$ cat config.mk
export PLATFORM = sky130hd
export DESIGN_NAME = tsc_capture_top
export DESIGN_NICKNAME = d
export VERILOG_FILES = /design/src/rtl/tsc_pkg.sv /design/src/rtl/tsc_time_base.sv /design/src/rtl/tsc_channel.sv /design/src/rtl/tsc_reg_decode.sv /design/src/rtl/tsc_capture_top.sv
export SDC_FILE = /design/constraint.sdc
export NUM_CORES = 1
export LEC_CHECK = 0
export BUFFER_PORTS_ARGS = -buffer_cell sky130_fd_sc_hd__buf_4
export CORE_AREA = 2 2 134 136
export CTS_CLUSTER_SIZE = 12
export DETAILED_ROUTE_END_ITERATION = 8
export DIE_AREA = 0 0 136 138
export HOLD_SLACK_MARGIN = 0.08
export PLACE_DENSITY = 0.48
export REMOVE_ABC_BUFFERS = 1
export SYNTH_ARGS = -nofsm -noshare
export SYNTH_HDL_FRONTEND = slang
export SYNTH_SLANG_ARGS = --single-unit
$ cat constraint.sdc
create_clock -name clk -period 2.3 [get_ports clk]
set_input_delay 0.345 -clock clk [delete_from_list [all_inputs] [get_ports clk]]
set_output_delay 0.345 -clock clk [all_outputs]
set_load 0.02 [all_outputs]
$ cat src/rtl/tsc_pkg.sv
package tsc_pkg;
   localparam int STAT_VALID_BIT = 0;
   localparam int STAT_OVR_BIT   = 1;
   localparam int STAT_W         = 2;

   typedef struct packed {
      logic ovr;
      logic valid;
   } tsc_flags_t;

   function automatic int ch_status_addr(input int base, input int stride, input int ch);
      return base + ch * stride;
   endfunction
endpackage

$ cat src/rtl/tsc_time_base.sv
module tsc_time_base #(
   parameter int TIME_W = 32
) (
   input  logic              clk,
   input  logic              rst_n,
   output logic [TIME_W-1:0] time_o
);
   always_ff @(posedge clk) begin
      if (!rst_n) time_o <= '0;
      else        time_o <= time_o + 1'b1;
   end

   // one step per clock, modulo the width
   a_r2_time_step: assert property (@(posedge clk) disable iff (!rst_n)
      1'b1 |=> time_o == $past(time_o) + 1'b1);
endmodule

$ cat src/rtl/tsc_channel.sv
module tsc_channel
   import tsc_pkg::*;
#(
   parameter int TIME_W = 32
) (
   input  logic              clk,
   input  logic              rst_n,
   input  logic              evt_i,
   input  logic [TIME_W-1:0] time_i,
   input  logic              clr_valid_i,
   input  logic              clr_ovr_i,
   output tsc_flags_t        flags_o,
   output logic [TIME_W-1:0] snap_o
);
   logic evt_q;
   logic cap;
   tsc_flags_t flags_d;

   always_ff @(posedge clk) begin
      if (!rst_n) evt_q <= 1'b0;
      else        evt_q <= evt_i;
   end

   assign cap = evt_i & ~evt_q;

   always_comb begin
      flags_d.valid = cap | (flags_o.valid & ~clr_valid_i);
      flags_d.ovr   = (flags_o.ovr & ~clr_ovr_i)
                    | (cap & flags_o.valid & ~clr_valid_i);
   end

   always_ff @(posedge clk) begin
      if (!rst_n) begin
         flags_o <= '0;
         snap_o  <= '0;
      end else begin
         flags_o <= flags_d;
         if (cap) snap_o <= time_i;
      end
   end

   a_r3_capture_sets_valid: assert property (@(posedge clk) disable iff (!rst_n)
      cap |=> flags_o.valid);
   a_r3_snap_takes_time: assert property (@(posedge clk) disable iff (!rst_n)
      cap |=> snap_o == $past(time_i));
   a_r3_snap_holds: assert property (@(posedge clk) disable iff (!rst_n)
      !cap |=> $stable(snap_o));
   a_r3_held_level_once: assert property (@(posedge clk) disable iff (!rst_n)
      evt_i && $past(evt_i) |-> !cap);
   a_r4_valid_sticky: assert property (@(posedge clk) disable iff (!rst_n)
      flags_o.valid && !clr_valid_i |=> flags_o.valid);
   a_r5_overrun_raised: assert property (@(posedge clk) disable iff (!rst_n)
      cap && flags_o.valid && !clr_valid_i |=> flags_o.ovr);
   a_r6_ovr_sticky: assert property (@(posedge clk) disable iff (!rst_n)
      flags_o.ovr && !clr_ovr_i |=> flags_o.ovr);
   a_r7_capture_wins: assert property (@(posedge clk) disable iff (!rst_n)
      cap && clr_valid_i && !flags_o.ovr |=> flags_o.valid && !flags_o.ovr);
endmodule

$ cat src/rtl/tsc_reg_decode.sv
module tsc_reg_decode
   import tsc_pkg::*;
#(
   parameter int NUM_CH   = 2,
   parameter int ADDR_W   = 12,
   parameter int DATA_W   = 32,
   parameter int TIME_W   = 32,
   parameter int BASE     = 'h140,
   parameter int STRIDE   = 'h10,
   parameter int SNAP_OFS = 'h4
) (
   input  logic                          clk,
   input  logic                          rst_n,
   input  logic [ADDR_W-1:0]             addr_i,
   input  logic                          we_i,
   input  logic [STAT_W-1:0]             wbits_i,
   input  tsc_flags_t [NUM_CH-1:0]       flags_i,
   input  logic [NUM_CH-1:0][TIME_W-1:0] snap_i,
   output logic [NUM_CH-1:0]             clr_valid_o,
   output logic [NUM_CH-1:0]             clr_ovr_o,
   output logic [DATA_W-1:0]             rdata_o
);
   logic [NUM_CH-1:0]             st_hit;
   logic [NUM_CH-1:0]             sn_hit;
   logic [NUM_CH-1:0][DATA_W-1:0] snap_ext;
   logic [NUM_CH-1:0][DATA_W-1:0] stat_ext;

   for (genvar ch = 0; ch < NUM_CH; ch++) begin : g_ch
      localparam int ST_ADDR = ch_status_addr(BASE, STRIDE, ch);
      localparam int SN_ADDR = ST_ADDR + SNAP_OFS;

      assign st_hit[ch] = (addr_i == ADDR_W'(ST_ADDR));
      assign sn_hit[ch] = (addr_i == ADDR_W'(SN_ADDR));

      assign clr_valid_o[ch] = we_i & st_hit[ch] & wbits_i[STAT_VALID_BIT];
      assign clr_ovr_o[ch]   = we_i & st_hit[ch] & wbits_i[STAT_OVR_BIT];

      assign stat_ext[ch] = {{(DATA_W-STAT_W){1'b0}}, flags_i[ch]};

      if (TIME_W == DATA_W) begin : g_full
         assign snap_ext[ch] = snap_i[ch];
      end else begin : g_zext
         assign snap_ext[ch] = {{(DATA_W-TIME_W){1'b0}}, snap_i[ch]};
      end
   end

   always_comb begin
      rdata_o = '0;
      for (int ch = 0; ch < NUM_CH; ch++) begin
         if (st_hit[ch]) rdata_o = rdata_o | stat_ext[ch];
         if (sn_hit[ch]) rdata_o = rdata_o | snap_ext[ch];
      end
   end

   a_r8_single_select: assert property (@(posedge clk) disable iff (!rst_n)
      $onehot0({st_hit, sn_hit}));
   a_r8_status_upper_zero: assert property (@(posedge clk) disable iff (!rst_n)
      (|st_hit) |-> rdata_o[DATA_W-1:STAT_W] == '0);
   a_r9_unmapped_reads_zero: assert property (@(posedge clk) disable iff (!rst_n)
      !(|st_hit) && !(|sn_hit) |-> rdata_o == '0);
   a_r9_no_clear_off_status: assert property (@(posedge clk) disable iff (!rst_n)
      !(|st_hit) |-> clr_valid_o == '0 && clr_ovr_o == '0);
endmodule

$ cat src/rtl/tsc_capture_top.sv
module tsc_capture_top
   import tsc_pkg::*;
#(
   parameter int NUM_CH   = 2,
   parameter int TIME_W   = 32,
   parameter int ADDR_W   = 12,
   parameter int DATA_W   = 32,
   parameter int BASE     = 'h140,
   parameter int STRIDE   = 'h10,
   parameter int SNAP_OFS = 'h4
) (
   input  logic              clk,
   input  logic              rst_n,
   input  logic [NUM_CH-1:0] evt_i,
   input  logic [ADDR_W-1:0] reg_addr,
   input  logic              reg_we,
   input  logic [DATA_W-1:0] reg_wdata,
   output logic [DATA_W-1:0] reg_rdata
);
   localparam int MAP_END = BASE + NUM_CH * STRIDE;

   if (NUM_CH < 1) begin : g_bad_ch
      $error("NUM_CH must be at least 1");
   end
   if (TIME_W < 1 || TIME_W > DATA_W) begin : g_bad_time
      $error("TIME_W must lie in 1..DATA_W");
   end
   if (DATA_W < STAT_W + 1) begin : g_bad_data
      $error("DATA_W too narrow for the status word");
   end
   if (SNAP_OFS <= 0 || SNAP_OFS >= STRIDE || (SNAP_OFS % 4) != 0) begin : g_bad_ofs
      $error("SNAP_OFS must be word aligned and inside the channel window");
   end
   if (MAP_END > (1 << ADDR_W)) begin : g_bad_map
      $error("register window does not fit in ADDR_W");
   end

   logic [TIME_W-1:0]             sys_time;
   tsc_flags_t [NUM_CH-1:0]       flags;
   logic [NUM_CH-1:0][TIME_W-1:0] snaps;
   logic [NUM_CH-1:0]             clr_valid;
   logic [NUM_CH-1:0]             clr_ovr;
   logic                          wdata_unused;

   assign wdata_unused = ^reg_wdata[DATA_W-1:STAT_W];

   tsc_time_base #(.TIME_W(TIME_W)) time_i (
      .clk    (clk),
      .rst_n  (rst_n),
      .time_o (sys_time)
   );

   for (genvar ch = 0; ch < NUM_CH; ch++) begin : g_chan
      tsc_channel #(.TIME_W(TIME_W)) chan_i (
         .clk         (clk),
         .rst_n       (rst_n),
         .evt_i       (evt_i[ch]),
         .time_i      (sys_time),
         .clr_valid_i (clr_valid[ch]),
         .clr_ovr_i   (clr_ovr[ch]),
         .flags_o     (flags[ch]),
         .snap_o      (snaps[ch])
      );
   end

   tsc_reg_decode #(
      .NUM_CH   (NUM_CH),
      .ADDR_W   (ADDR_W),
      .DATA_W   (DATA_W),
      .TIME_W   (TIME_W),
      .BASE     (BASE),
      .STRIDE   (STRIDE),
      .SNAP_OFS (SNAP_OFS)
   ) dec_i (
      .clk         (clk),
      .rst_n       (rst_n),
      .addr_i      (reg_addr),
      .we_i        (reg_we),
      .wbits_i     (reg_wdata[STAT_W-1:0]),
      .flags_i     (flags),
      .snap_i      (snaps),
      .clr_valid_o (clr_valid),
      .clr_ovr_o   (clr_ovr),
      .rdata_o     (reg_rdata)
   );

   // a clear aimed at one channel never reaches two at once
   a_r10_one_channel_cleared: assert property (@(posedge clk) disable iff (!rst_n)
      $onehot0(clr_valid | clr_ovr));
endmodule

======== Word level (Yosys, flattened, before mapping) ========
Cells that the tools add are included.
operators by class
  multiplexer cells ....................... 4
  equality and inequality tests ........... 4
  bitwise gates (word level) .............. 29
  $add $sub $neg .......................... 1
operators with widths
  cell                                                                    number
  32-bit 2-to-1 mux                                                       3
  32-bit bitwise OR                                                       2
  12-bit by 9-bit equality test with 1-bit output, second input constant  4
  32-bit by 1-bit adder with 32-bit output, second input constant         1
  32-bit by 2-bit bitwise OR with 32-bit output                           1
  1-bit bitwise AND                                                       16
  1-bit NOT                                                               6
  1-bit bitwise OR                                                        4
  2-bit 2-to-1 mux                                                        1
word-level totals
  word-level logic and storage cells ...... 47
  register bits after elaboration ......... 102
  bits of input ports ..................... 49

======== Depth between registers and ports, before layout ========
  word-level depth ........................ 8
  depth in mapped cells ................... 7
  mapped depth without buffers ............ 5

======== By module ========
Synthesis repeated with hierarchy kept, for this count alone.
unflattened totals
  cells, all modules ...................... 553
  area, all modules ....................... 5,442.7 µm²
modules (own cells, without submodules)
  module          instances  sequential area each (µm²)  area an instance (µm²)  cells each
  tsc_channel     2          700.7                       1,531.5                 150
  tsc_time_base   1          640.6                       1,466.4                 168
  tsc_reg_decode  1          0.0                         913.4                   85

======== Worst setup path before layout ========
No wires, ideal clock.
  path type ............................... input to output
  from .................................... input port reg_addr[9]
  to ...................................... output port reg_rdata[10]
  cell stages on the path ................. 5
  arrival time ............................ 1.743 ns
  buffers on the path ..................... 1
  path slack .............................. 0.212 ns
  cells stage by stage .................... nor4b_1 -> nand4b_1 -> nor3_1 -> clkbuf_1 -> a22o_1
on the way
  word-level cells in the longest chain between the ends .. 6
  elaborated cells between the ends (all ways) .. 8
  those cells by class .................... eq/ne (3); mux (3); bitwise (2)
ends and longest elaborated chain
  what                                             RTL line               RTL
  from (decl)                                      tsc_capture_top.sv:15  input logic [ADDR_W-1:0] reg_addr,
  12-bit by 9-bit equality test with 1-bit output  tsc_reg_decode.sv:33   assign sn_hit[ch] = (addr_i == ADDR_W'(SN_ADDR));
  32-bit 2-to-1 mux                                tsc_reg_decode.sv:51   if (sn_hit[ch]) rdata_o = rdata_o | snap_ext[ch];
  32-bit by 2-bit bitwise OR with 32-bit output    tsc_reg_decode.sv:50   if (st_hit[ch]) rdata_o = rdata_o | stat_ext[ch];
  32-bit 2-to-1 mux                                tsc_reg_decode.sv:50
  32-bit bitwise OR                                tsc_reg_decode.sv:51
  32-bit 2-to-1 mux (*)                            tsc_reg_decode.sv:51
  to (decl)                                        tsc_capture_top.sv:18  output logic [DATA_W-1:0] reg_rdata
Mark *: on every way between the ends. The rest lies on a longest branch, timed or not.

======== Worst setup path after layout ========
  from .................................... input port reg_addr[1]
  to ...................................... output port reg_rdata[20]
Same word-level chain as after synthesis.

==> impl_metrics.csv <==
group,metric,value,unit
floorplan,die_w,136,µm
global_route,gr-usage-all-layers,12.1,%
clock_network,holdBufCountCts,0,
status,status,"finished, final reports clean",
clock_network,clock-sinks,102,
drt,wl_met1,4940,µm
clock_network,clk_pin_slew_worst_paths,0.06,ns
timing,hold_slack,0.216,ns
logic_synthesis,synthDistinctLibCells,36,
drt,via_count,3743,
timing,max_freq,466,MHz
power,p_leak,1.78,nW
job,cap_violations,0,
setup_path,cp.required,1.96,ns
logic_synthesis,synth_most_common_cell,"nand2_1",
logic_synthesis,synth_area_per_cell,8.15,µm²
timing,fin_setup_tns,0,ns
drt,avgRoutedWirePerCell,13.8,µm
floorplan,fp.dieH,138,µm
timing,report.final.slew_viol_count,0,
setup_path,crit_chain,"buf_4, nor4_1, nand4b_1, buf_4, nor3_2, buf_4, a22o_1, buf_4",
floorplan,row_count,49,
logic_synthesis,synth_seq_cells,102,
logic_synthesis,synth-seq-area-share,47.8,%
clock_network,cts_tree,"yes",
logic_synthesis,yosys_warnings,0,
global_route,grt_max_degree,56,
drt,highest_layer,"met4",
power,power,3.42,mW
clock_network,htree_levels,3,
placement,portBuffers,50,
drt,avgViaCountPerCell,4.67,
clock_network,cts_made_buffers,9,
clock_network,clk_latency,0.35,ns
floorplan,ios,81,
clock_network,cts_root_buf,"clkbuf_16",
timing,finalSetupViolations,0,
floorplan,start_util,24.4,%
logic_synthesis,synthTopCellsByCount,"nand2_1 (139), dfxtp_1 (102), a21oi_1 (85)",
setup_path,cp_max_fo,14,
logic_synthesis,yosysTopAreaCellShare,47.8,%
clock_network,clock_path_buffers,2,
setup_path,start_kind,"input pin",
global_route,gr-total-overflow,0,
drt,met2_length,5450,µm
finish,drive_above_1_share,17.0,%
timing,clock_skew,0.00774,ns
drt,routed_wirelength,11000,µm
logic_synthesis,synth_flop_cell,"dfxtp_1",
drt,drtAntennaViolNets,0,
timing,final.min_clock_period,2.15,ns
setup_path,arrival,1.80,ns
timing,relSlewSlack,62.1,%
floorplan,die-area,18800,µm²
global_route,antenna_found_initial,0,
logic_synthesis,synth_cells,524,
logic_synthesis,syn_area,4270,µm²
setup_path,cp-end-kind,"output port",
logic_synthesis,ys_top_cells_by_area,"dfxtp_1 (48%), nand2_1 (12%), a21oi_1 (10%), a22o_1 (6.2%), clkbuf_1 (3.0%)",
finish,syn_to_final_growth,23.5,%
finish,fin_nets,617,
logic_synthesis,synth_enable_flop_cells,0,
power,vdd_drop_max,0.355,mV
drt,route.detailed.drc,0,
logic_synthesis,ys_async_sr_fraction,0,%
hold_path,hold_path.class,"input pin to register",
timing,worst_pin_slew,0.569,ns
setup_path,path_common_cell,"buf_4",
timing,hold_viol_final,0,
timing,rsz0062_at_grt,"no",
drt,drtIter0Drc,208,
power,power.density,649,nW/µm²
setup_path,slowest_delay,0.27,ns
placement,post-dp-hpwl,7010,µm
drt,route.met3.wl,503,µm
setup_path,critical_path_class,"input pin to output port",
timing,period_share,93.3,%
floorplan,coreArea,17500,µm²
placement,finalWeightedCongestion,0.703,
logic_synthesis,yosys.area.top_type,"dfxtp_1",
global_route,grt_first_pass_wirelength,18000,µm
finish,diodes,0,
setup_path,crit_slowest_cell,"buf_4",
global_route,grt_pass1_vias,3578,
drt,first_pass_iters,4,
## critical path, delay by kind of cell
kind | cells | cell delay, ns
simple gates | 3 | 0.56
buf+inv | 4 | 0.70
compound gates | 1 | 0.19
## per-stage QoR
stage | area, µm² | setup slack [ns] | std cells | utilization [%]
3_5_place_dp | 4950 | 0.0486 | 784 | 28.3
4_1_cts | 5240 | 0.0392 | 800 | 29.9
6_report | 5270 | 0.153 | 801 | 30.1
2_1_floorplan | 4110 | -1.00 | 483 | -
3_3_place_gp | 4950 | 0.0876 | 784 | 28.3
5_1_grt | 5270 | 0.0610 | 801 | 30.1
## placed cells by master, fill, tap and decap left out, types with 2 or more instances in the layout
| cell | count |
|---|---|
| a21oi_1 | 85 |
| clkbuf_8 | 3 |
| or4_1 | 12 |
| nand4_1 | 7 |
| o31ai_1 | 11 |
| inv_1 | 8 |
| o21ai_0 | 7 |
| buf_6 | 3 |
| nand2_1 | 139 |
| xnor2_1 | 7 |
| and4_1 | 4 |
| dfxtp_1 | 102 |
| and2_1 | 6 |
| nor2b_2 | 2 |
| or3_1 | 7 |
| a22o_1 | 30 |
| clkbuf_16 | 9 |
| nand2b_1 | 3 |
| nor3_1 | 5 |
| xor2_1 | 4 |
| nor4_1 | 5 |
| mux4_2 | 2 |
| clkinv_2 | 2 |
| o41ai_1 | 2 |
| nand3_1 | 8 |
| buf_4 | 70 |
| nor2b_1 | 2 |
| nor2_1 | 12 |
## final timing paths
| check | slack [ns] | endpoint | cells past startpoint | startpoint |
|---|---|---|---|---|
| worst max-delay path | 0.15 | reg_rdata[20] | 8 | reg_addr[1] |
| worst min-delay path | 0.22 | g_chan[0].chan_i.evt_q$_SDFF_PN0_ | 2 | evt_i[0] |
| worst max register to register | 0.22 | time_i.time_o[27]$_SDFF_PN0_ | 5 | time_i.time_o[8]$_SDFF_PN0_ |
| worst min register to register | 0.45 | g_chan[1].chan_i.snap_o[28]$_SDFFE_PN0P_ | 2 | g_chan[1].chan_i.snap_o[28]$_SDFFE_PN0P_ |
## report_power, final
group	leakage [nW]	switching, mW	total [mW]	internal, mW
combinational	0.811	0.114	0.170	0.0560
clock	0.142	0.645	1.46	0.819
sequential	0.824	0.00905	1.79	1.78
total	1.78	0.768	3.42	2.66
## timing repair
| action | in CTS | in global routing |
|---|---|---|
| resized for setup | 0 | 5 |
| setup buffers | 0 | 1 |
| setup endpoints to repair | 0 | 30 |
## routing by layer
| metal | vias to the layer above | GRT usage (%) |
|---|---|---|
| li1 | 1906 | - |
| met1 | 1762 | 14.8 |
| met2 | 65 | 20.2 |
| met3 | 10 | 3.81 |
| met4 | 0 | 3.56 |
| met5 | - | 0 |
## state kept, by name (all words and copies together) (netlist names)
| signal | count |
|---|---|
| g_chan.chan_i.evt_q | 2 |
| g_chan.chan_i.snap_o | 64 |
| time_i.time_o | 32 |
| g_chan.chan_i.flags_o | 4 |
## area by class of cell
class / instances / area (µm²)
fill: 1922 / 12300
multi-input combinational: 372 / 2060
sequential: 102 / 2040
timing repair buffer: 73 / 559
tap: 229 / 287
clock buffer: 13 / 270
inverter: 9 / 33.8
clock inverter: 3 / 17.5
## logic make-up (layout without fill, tap and decap cells)
group / after synthesis / count (layout) / share of synthesized area (%)
and+or+nand+nor: 218 / 218 / 23.8
AOI/OAI and AO/OA: 139 / 139 / 20.1
DFF: 102 / 102 / 47.8
buffers and inverters: 50 / 98 / 4.51
xor gates and xnor gates: 11 / 11 / 2.26
muxes: 3 / 3 / 1.29
adders and majority gates: 1 / 1 / 0.293
Power figures use the tool's default switching activity.
